<file path="src/rtl/dphy_seq_pkg.sv">
`timescale 1ns/1ps
package dphy_seq_pkg;
  typedef enum logic [2:0] {
    LN_LP11  = 3'd0,
    LN_LP01  = 3'd1,
    LN_LP00  = 3'd2,
    LN_HS0   = 3'd3,
    LN_HS1   = 3'd4,
    LN_HSDAT = 3'd5
  } line_e;

  typedef enum logic [2:0] {
    ST_IDLE, ST_REQ, ST_PREP, ST_ZERO, ST_PAY, ST_TRAIL, ST_EXIT
  } seq_e;

  localparam logic [7:0] SYNC_BYTE = 8'h1D;
endpackage

</file>
<file path="src/rtl/dphy_phase_timer.sv">
`timescale 1ns/1ps
module dphy_phase_timer #(
  parameter int CW = 8
) (
  input  logic          clk,
  input  logic          rst_n,
  input  logic          clr,
  input  logic [CW-1:0] len,
  output logic          expired
);
  logic [CW-1:0] cnt;
  logic [CW:0]   cnt_inc;

  assign cnt_inc = {1'b0, cnt} + (CW+1)'(1);
  // a zero length behaves like one cycle
  assign expired = cnt_inc >= {1'b0, len};

  always_ff @(posedge clk) begin
    if (!rst_n)       cnt <= '0;
    else if (clr)     cnt <= '0;
    else if (!expired) cnt <= cnt_inc[CW-1:0];
  end
endmodule

</file>
<file path="src/rtl/dphy_trail_floor.sv">
`timescale 1ns/1ps
module dphy_trail_floor #(
  parameter int CW = 8
) (
  input  logic [CW-1:0] hs_period,
  input  logic [CW-1:0] t60,
  input  logic [CW-1:0] trail,
  output logic          short_o
);
  localparam int XW = CW + 3;
  logic [XW-1:0] eight_p, four_p_t60, floor_v;

  assign eight_p    = {hs_period, 3'b000};
  assign four_p_t60 = {3'b000, t60} + {1'b0, hs_period, 2'b00};
  assign floor_v    = (eight_p > four_p_t60) ? eight_p : four_p_t60;
  assign short_o    = {3'b000, trail} < floor_v;
endmodule

</file>
<file path="src/rtl/dphy_hs_byte_path.sv">
`timescale 1ns/1ps
module dphy_hs_byte_path
  import dphy_seq_pkg::*;
#(
  parameter int DW = 8
) (
  input  logic          clk,
  input  logic          rst_n,
  input  logic          load_sync,
  input  logic          take,
  input  logic [DW-1:0] din,
  output logic [DW-1:0] byte_q,
  output logic          last_bit
);
  localparam logic [DW-1:0] SYNC_W = DW'(SYNC_BYTE);

  always_ff @(posedge clk) begin
    if (!rst_n)         byte_q <= '0;
    else if (load_sync) byte_q <= SYNC_W;
    else if (take)      byte_q <= din;
  end

  // serialized LSB first, so the top bit leaves the lane last
  assign last_bit = byte_q[DW-1];
endmodule

</file>
<file path="src/rtl/dphy_lane_burst_seq.sv">
`timescale 1ns/1ps
module dphy_lane_burst_seq
  import dphy_seq_pkg::*;
#(
  parameter int CW = 8,
  parameter int DW = 8
) (
  input  logic          clk,
  input  logic          rst_n,
  input  logic          start,
  input  logic          clk_lane_ready,
  input  logic [CW-1:0] cfg_lpx,
  input  logic [CW-1:0] cfg_prepare,
  input  logic [CW-1:0] cfg_zero,
  input  logic [CW-1:0] cfg_trail,
  input  logic [CW-1:0] cfg_exit,
  input  logic [CW-1:0] cfg_hs_period,
  input  logic [CW-1:0] cfg_t60,
  input  logic          s_valid,
  input  logic [DW-1:0] s_data,
  output logic          s_ready,
  output logic [2:0]    line_state,
  output logic [DW-1:0] tx_byte,
  output logic          tx_vld,
  output logic          burst_done,
  output logic          trail_short
);
  seq_e          st, nxt;
  logic [CW-1:0] phase_len, prep_len, exit_len;
  logic          ph_exp, ph_clr;
  logic          last_bit;
  logic          done_q;
  line_e         ln;

  // low-power phases never shorter than the LP minimum
  assign prep_len = (cfg_prepare > cfg_lpx) ? cfg_prepare : cfg_lpx;
  assign exit_len = (cfg_exit    > cfg_lpx) ? cfg_exit    : cfg_lpx;

  always_comb begin
    case (st)
      ST_PREP:  phase_len = prep_len;
      ST_ZERO:  phase_len = cfg_zero;
      ST_TRAIL: phase_len = cfg_trail;
      ST_EXIT:  phase_len = exit_len;
      default:  phase_len = cfg_lpx;
    endcase
  end

  always_comb begin
    nxt = st;
    case (st)
      ST_IDLE:  if (start && clk_lane_ready) nxt = ST_REQ;
      ST_REQ:   if (ph_exp) nxt = ST_PREP;
      ST_PREP:  if (ph_exp) nxt = ST_ZERO;
      ST_ZERO:  if (ph_exp) nxt = ST_PAY;
      ST_PAY:   if (!s_valid) nxt = ST_TRAIL;
      ST_TRAIL: if (ph_exp) nxt = ST_EXIT;
      ST_EXIT:  if (ph_exp) nxt = ST_IDLE;
      default:  nxt = ST_IDLE;
    endcase
  end

  assign ph_clr = (nxt != st);

  always_ff @(posedge clk) begin
    if (!rst_n) begin
      st     <= ST_IDLE;
      done_q <= 1'b0;
    end else begin
      st     <= nxt;
      done_q <= (st == ST_EXIT) && ph_exp;
    end
  end

  dphy_phase_timer #(.CW(CW)) u_timer (
    .clk     (clk),
    .rst_n   (rst_n),
    .clr     (ph_clr),
    .len     (phase_len),
    .expired (ph_exp)
  );

  dphy_hs_byte_path #(.DW(DW)) u_bytes (
    .clk       (clk),
    .rst_n     (rst_n),
    .load_sync ((st == ST_ZERO) && ph_exp),
    .take      ((st == ST_PAY) && s_valid),
    .din       (s_data),
    .byte_q    (tx_byte),
    .last_bit  (last_bit)
  );

  dphy_trail_floor #(.CW(CW)) u_floor (
    .hs_period (cfg_hs_period),
    .t60       (cfg_t60),
    .trail     (cfg_trail),
    .short_o   (trail_short)
  );

  always_comb begin
    case (st)
      ST_REQ:   ln = LN_LP01;
      ST_PREP:  ln = LN_LP00;
      ST_ZERO:  ln = LN_HS0;
      ST_PAY:   ln = LN_HSDAT;
      ST_TRAIL: ln = last_bit ? LN_HS0 : LN_HS1;
      default:  ln = LN_LP11;
    endcase
  end

  assign line_state = ln;
  assign s_ready    = (st == ST_PAY);
  assign tx_vld     = (st == ST_PAY);
  assign burst_done = done_q;
endmodule

</file>
<file path="config.mk">
export PLATFORM = sky130hd
export DESIGN_NAME = dphy_lane_burst_seq
export DESIGN_NICKNAME = d
export VERILOG_FILES = /design/src/rtl/dphy_seq_pkg.sv /design/src/rtl/dphy_phase_timer.sv /design/src/rtl/dphy_trail_floor.sv /design/src/rtl/dphy_hs_byte_path.sv /design/src/rtl/dphy_lane_burst_seq.sv
export SDC_FILE = /design/constraint.sdc
export NUM_CORES = 1
export LEC_CHECK = 0
export BUFFER_PORTS_ARGS = -buffer_cell sky130_fd_sc_hd__buf_2
export CORE_AREA = 5 5 83 85
export CTS_CLUSTER_SIZE = 10
export DETAILED_ROUTE_END_ITERATION = 6
export DIE_AREA = 0 0 88 90
export PLACE_DENSITY_LB_ADDON = 0.05
export SLEW_MARGIN = 10
export SYNTH_ARGS = -nofsm -noshare
export SYNTH_HDL_FRONTEND = slang
export SYNTH_SLANG_ARGS = --single-unit
</file>
<file path="constraint.sdc">
create_clock -name clk -period 8.2 [get_ports clk]
set_clock_uncertainty 0.05 [all_clocks]
set_input_delay 0.41 -clock clk [delete_from_list [all_inputs] [get_ports clk]]
set_output_delay 0.41 -clock clk [all_outputs]
set_load 0.05 [all_outputs]
</file>
# Word level (Yosys, flattened, before mapping)

Index checks and enable logic that the tools add are counted.
W data, S select, Z words.

Bitwise logic cells: 1
Add/subtract/negate cells: 2
Multiplexer cells: 16
Reductions and logical operators: 8
$lt $le $gt $ge: 5
Equal/unequal tests: 7

Operators by type and width:

| operator              | count |
|---|---|
| $pmux W8 S4           | 1 |
| $mux W3               | 8 |
| $pmux W3 S7           | 1 |
| $gt A8 B8 Y1          | 2 |
| $mux W8               | 2 |
| $pmux W3 S5           | 1 |
| $add A8 B10 Y11       | 1 |
| $gt A11 B11 Y1        | 1 |
| $lt A8 B11 Y1         | 1 |
| $mux W11              | 1 |
| $mux W5               | 2 |
| $add A8 B1 Y9 const B | 1 |
| $eq A3 B3 Y1 const B  | 3 |
| $ge A9 B8 Y1          | 1 |
| $eq A3 B2 Y1 const B  | 2 |
| $logic_and A1 B1 Y1   | 4 |
| $reduce_or A2 Y1      | 2 |
| $eq A3 B1 Y1 const B  | 1 |
| $logic_not A3 Y1      | 1 |
| $ne A3 B3 Y1          | 1 |
| $reduce_bool A2 Y1    | 1 |
| $not A1 Y1            | 1 |

Input bits: 69
Flip-flop bits (word level): 20
Output and inout bits: 15
Word-level logic and storage cells: 44

# Logic depth before layout (Yosys ltp)

Word-level depth: 8
Depth in mapped cells: 20
Mapped depth without buffers: 20

# Hierarchy

From an unflattened synthesis, not the netlist that was laid out.

Cell total of the unflattened synthesis: 385
Area total of the unflattened synthesis: 2,927.8 um^2

Modules (own cells, without submodules):

| module              | cells an instance | seq. area each (um^2) | area an instance (um^2) | times used |
|---|---|---|---|---|
| dphy_lane_burst_seq | 178               | 80.1                  | 1,183.6                 | 1 |
| dphy_trail_floor    | 101               | 0.0                   | 750.7                   | 1 |
| dphy_phase_timer    | 79                | 160.2                 | 663.1                   | 1 |
| dphy_hs_byte_path   | 27                | 160.2                 | 330.3                   | 1 |

# Worst setup path after synthesis

No wires, ideal clock.

Path type: input port to output port
Start point: input port cfg_hs_period[0]
End point: output port trail_short
Path buffers: 0
Arrival: 4.433 ns
Cell stages on the path: 17
Data required time: 7.740 ns
Setup slack: 3.307 ns
Path through: ha_1 > fa_1 > a211oi_1 > nor2_1 > o21a_1 > nor2_1 > xor2_1 > ha_1 > and4_1 > nand3_1 > o221a_2 > o21bai_4 > mux2_2 > ha_1 > a21o_1 > a2111oi_0 > a311o_1

Cells in the longest elaborated chain, start to end: 4

RTL lines:

| what            | line                      | RTL |
|---|---|---|
| from (decl)     | dphy_lane_burst_seq.sv:17 | `input logic [CW-1:0] cfg_hs_period,` |
| $add A8 B10 Y11 | dphy_trail_floor.sv:14    | `assign four_p_t60 = {3'b000, t60} + {1'b0, hs_period, 2'b00};` |
| $gt A11 B11 Y1  | dphy_trail_floor.sv:15    | `assign floor_v = (eight_p > four_p_t60) ? eight_p : four_p_t60;` |
| $mux W11 *      | dphy_trail_floor.sv:15    |  |
| $lt A8 B11 Y1 * | dphy_trail_floor.sv:16    | `assign short_o = {3'b000, trail} < floor_v;` |
| to (decl)       | dphy_lane_burst_seq.sv:26 | `output logic trail_short` |

Every way passes the cells marked *; elsewhere a longest branch is shown, timed or not.

# Final worst setup path

Same ends and word-level chain as after synthesis.

==> PnR_summary.wiki <==
{| class="wikitable"
! Metric !! Value
|-
| Net count, final || 595
|-
| Share of total power in combinational logic || 57.3%
|-
| Total placed instance area || 3600 µm²
|-
| Hold slack final || 0.336 ns
|-
| Met1 Use GR || 30.3%
|-
| WL per Instance || 15.9 µm
|-
| Area added between synthesis and finish || 15.3%
|-
| Number of buffers added by the clock tree synthesis step || 3
|-
| Netlist cell types || 73
|-
| Most frequently used cell type in the post-synthesis netlist || sky130_fd_sc_hd__ha_1
|-
| Final count of pins violating max slew || 0
|-
| Share of synthesized area spent on multiplexers || 3.93%
|-
| Maximum level of the CTS H-tree || 1
|-
| Overall fraction of global-route tracks in use || 21.9%
|-
| Diode insertion count for antenna repair || 0
|-
| Cells resized by post-CTS repair || 0
|-
| Average size of a mapped cell || 7.83 µm²
|-
| Main combinational cell family by area after synthesis || compound AO/OA/AOI/OAI gates
|-
| Hold-fix buffers at CTS || 0
|-
| Clock slew at reported path FFs || 0.08 ns
|-
| Crit Path Max Fanout || 8
|-
| Number of placed instances, taps included || 551
|-
| Critical path startpoint category || input port
|-
| Final Util || 59.8%
|-
| Syn Std Cell Area || 3180 µm²
|-
| Start-to-end type of the worst setup path || in2out
|-
| Clock Tree Root || sky130_fd_sc_hd__clkbuf_8
|-
| Length of the first detailed-routing pass in iterations || 6
|-
| Worst Setup End Kind || output pin
|-
| Met2 routing resource usage after global routing || 36.5%
|-
| Top Usage Layer GRT || met2
|-
| Site row count || 29
|-
| Die area || 7920 µm²
|-
| DRC viols || 0
|-
| Parity-gate share of the synthesized area counting xor and xnor cells || 3.58%
|-
| Die extent in y || 90 µm
|-
| Period minus WS final || 5.24 ns
|-
| Minimum setup slack after placement || 2.99 ns
|-
| Post-detail-place hpwl || 7.29 mm
|-
| Finished layout cell area || 3670 µm²
|-
| Fraction of layout cells with a size suffix above 1 || 24.1%
|-
| Simple-gate portion of the synthesized area || 18.8%
|-
| Data required time at the worst endpoint || 7.74 ns
|-
| Global-route wire length before repair || 14.6 mm
|-
| Worst supply voltage drop on vdd || 0.133 mV
|-
| Final period util || 64.0%
|-
| Yosys reg bits || 20
|-
| Net switching power figure || 0.224 mW
|-
| Die X-Extent || 88 µm
|-
| Relative contribution of the clock network to total power || 19.1%
|-
| Max Clock Freq || 191 MHz
|-
| Post-CTS setup-driven buffer insertion count || 0
|-
| Initial standard-cell utilization of the core || 51.9%
|-
| Internal Power || 0.294 mW
|-
| Number of antenna violations at the first check in global routing || 0
|-
| Number of global-route vias before repair || 3,244
|-
| Status || complete, no violations
|-
| Number of instances in the synthesized netlist || 406
|-
| Number of enable-type register cells in the synthesized netlist || 0
|-
| Warning count from the yosys run || 0
|-
| Post-synthesis net count || 522
|-
| Count of antenna-violating nets left after detailed routing || 0
|-
| Arr. time, crit path || 4.78 ns
|-
| Unrepaired setup endpoints after global routing || no
|-
| Power density relative to cell area || 141 nW/µm²
|-
| Adder-cell area share of the yosys netlist || 18.7%
|-
| Ranking of synthesized cells by area || sky130_fd_sc_hd__ha_1 18%, sky130_fd_sc_hd__dfxtp_1 13%, sky130_fd_sc_hd__a21oi_1 6.9%
|-
| Port bufs || 83
|-
| Vias || 3,419
|-
| Avg Vias per Cell || 6.16
|-
| Total congestion overflow || 0
|-
| Worst hold-check path type || in2reg
|-
| Sequential share of power || 23.7%
|-
| Transition time at the pin with the least slew margin || 0.960 ns
|-
| Final instance count without filler cells || 555
|-
| Ys async rst share || 0%
|-
| Hold Vio Cnt, Final || 0
|-
| Bufs on Longest Clock Path || 2
|-
| Setup TNS || 0 ns
|-
| Top-level I/O count || 84
|-
| Pin count of the biggest net entering global routing || 34
|-
| Primary flip-flop cell chosen by synthesis mapping || sky130_fd_sc_hd__dfxtp_1
|-
| Post-synth top cells || 46 x sky130_fd_sc_hd__ha_1, 44 x sky130_fd_sc_hd__a21oi_1, 38 x sky130_fd_sc_hd__nor2_1
|-
| Count of endpoints failing setup in the final report || 0
|-
| Sinks on the clock net || 20
|-
| Initial drt markers || 164
|-
| Tot Pwr || 0.518 mW
|-
| Library cell with the largest summed area after synthesis || sky130_fd_sc_hd__ha_1
|-
| CTS tree || done
|-
| Clock network latency to the later pin of the worst-skew pair || 0.26 ns
|-
| Final WS setup || 2.96 ns
|-
| Share of synthesized area occupied by flip-flops and latches || 12.6%
|-
| Top cell type's share of synthesized area || 18.1%
|-
| Max transition margin || 35.9%
|-
| Core Area || 6130 µm²
|-
| Gpl congestion || 0.894
|-
| Reported max-cap violation count || 0
|-
| Wirelength, routed || 8.81 mm
|-
| Met3 routing resource usage after global routing || 1.37%
|-
| Fraction of the mapped netlist area in compound gates || 36.7%
|-
| Leakage power || 1.64 nW
|-
| Share of total power consumed by net switching || 43.3%
|}
-- layout by cell type, fill, tap and decap left out, drive strengths merged, types with 10 or more instances in the layout --
master  netlist  layout
buf          11      84
a21oi        47      47
ha           46      46
o21ai        45      45
nor2         39      39
inv          21      21
dfxtp        20      20
nand2        14      14
a21o         11      11
a211oi       11      11
and2         10      10
-- area by class of cell --
cell class	instances	area [µm²]
Fill cell	611	2460
Multi-Input combinational cell	349	2600
Tap cell	77	96.3
Inverter	21	78.8
Clock buffer	3	41.3
Timing Repair Buffer	84	423
Clock inverter	1	30.0
Sequential cell	20	400
-- final timing paths --
path                    startpoint  cells after the start  slack [ns]           endpoint
hold / removal           s_data[7]                      3        0.34  u_bytes.byte_q[7]
hold reg to reg     u_timer.cnt[1]                      2        0.43     u_timer.cnt[1]
setup reg to reg             st[1]                     13        4.13  u_bytes.byte_q[6]
setup / recovery  cfg_hs_period[0]                     19        2.96        trail_short
-- sequential cells by signal (all words and copies together), names as in the netlist --
signal          cells
u_bytes.byte_q      8
u_timer.cnt         8
st                  3
burst_done          1
-- metal layers --
| metal | routed length (µm) | vias to the layer above |
|---|---|---|
| met4 | 146 | 0 |
| met5 | 0 | - |
| met3 | 484 | 15 |
| met2 | 4180 | 111 |
| li1 | - | 1705 |
| met1 | 4000 | 1588 |
-- power groups by stage --
stage | combinational (mW) | clock (mW) | sequential (mW)
global placement | 0.284 | 0 | 0.124
CTS | 0.293 | 0.100 | 0.122
global route | 0.330 | 0.104 | 0.126
floorplan | 0.232 | 0 | 0.111
detailed placement | 0.292 | 0 | 0.124
finish | 0.297 | 0.0988 | 0.123
-- worst max-delay path, cell delays in order --
cell and delay [ns]:
sky130_fd_sc_hd__buf_2 0.12, sky130_fd_sc_hd__ha_1 0.23, sky130_fd_sc_hd__fa_1 0.43, sky130_fd_sc_hd__a211oi_1 0.23
sky130_fd_sc_hd__nor2_1 0.07, sky130_fd_sc_hd__o21a_1 0.20, sky130_fd_sc_hd__nor2_1 0.17, sky130_fd_sc_hd__xor2_1 0.18
sky130_fd_sc_hd__ha_1 0.27, sky130_fd_sc_hd__and4_1 0.20, sky130_fd_sc_hd__nand3_1 0.16, sky130_fd_sc_hd__o221a_2 0.26
sky130_fd_sc_hd__o21bai_4 0.18, sky130_fd_sc_hd__mux2_2 0.37, sky130_fd_sc_hd__ha_1 0.29, sky130_fd_sc_hd__a21o_1 0.18
sky130_fd_sc_hd__a2111oi_0 0.39, sky130_fd_sc_hd__a311o_1 0.17, sky130_fd_sc_hd__buf_2 0.26
-- cell families after synthesis --
logic type      Yosys count
fa+ha+maj                47
compound gates          167
xor+xnor                 13
flops                    20
simple gates            110
mux                      12
buf+inv                  37
(Power assumes the default switching activity.)
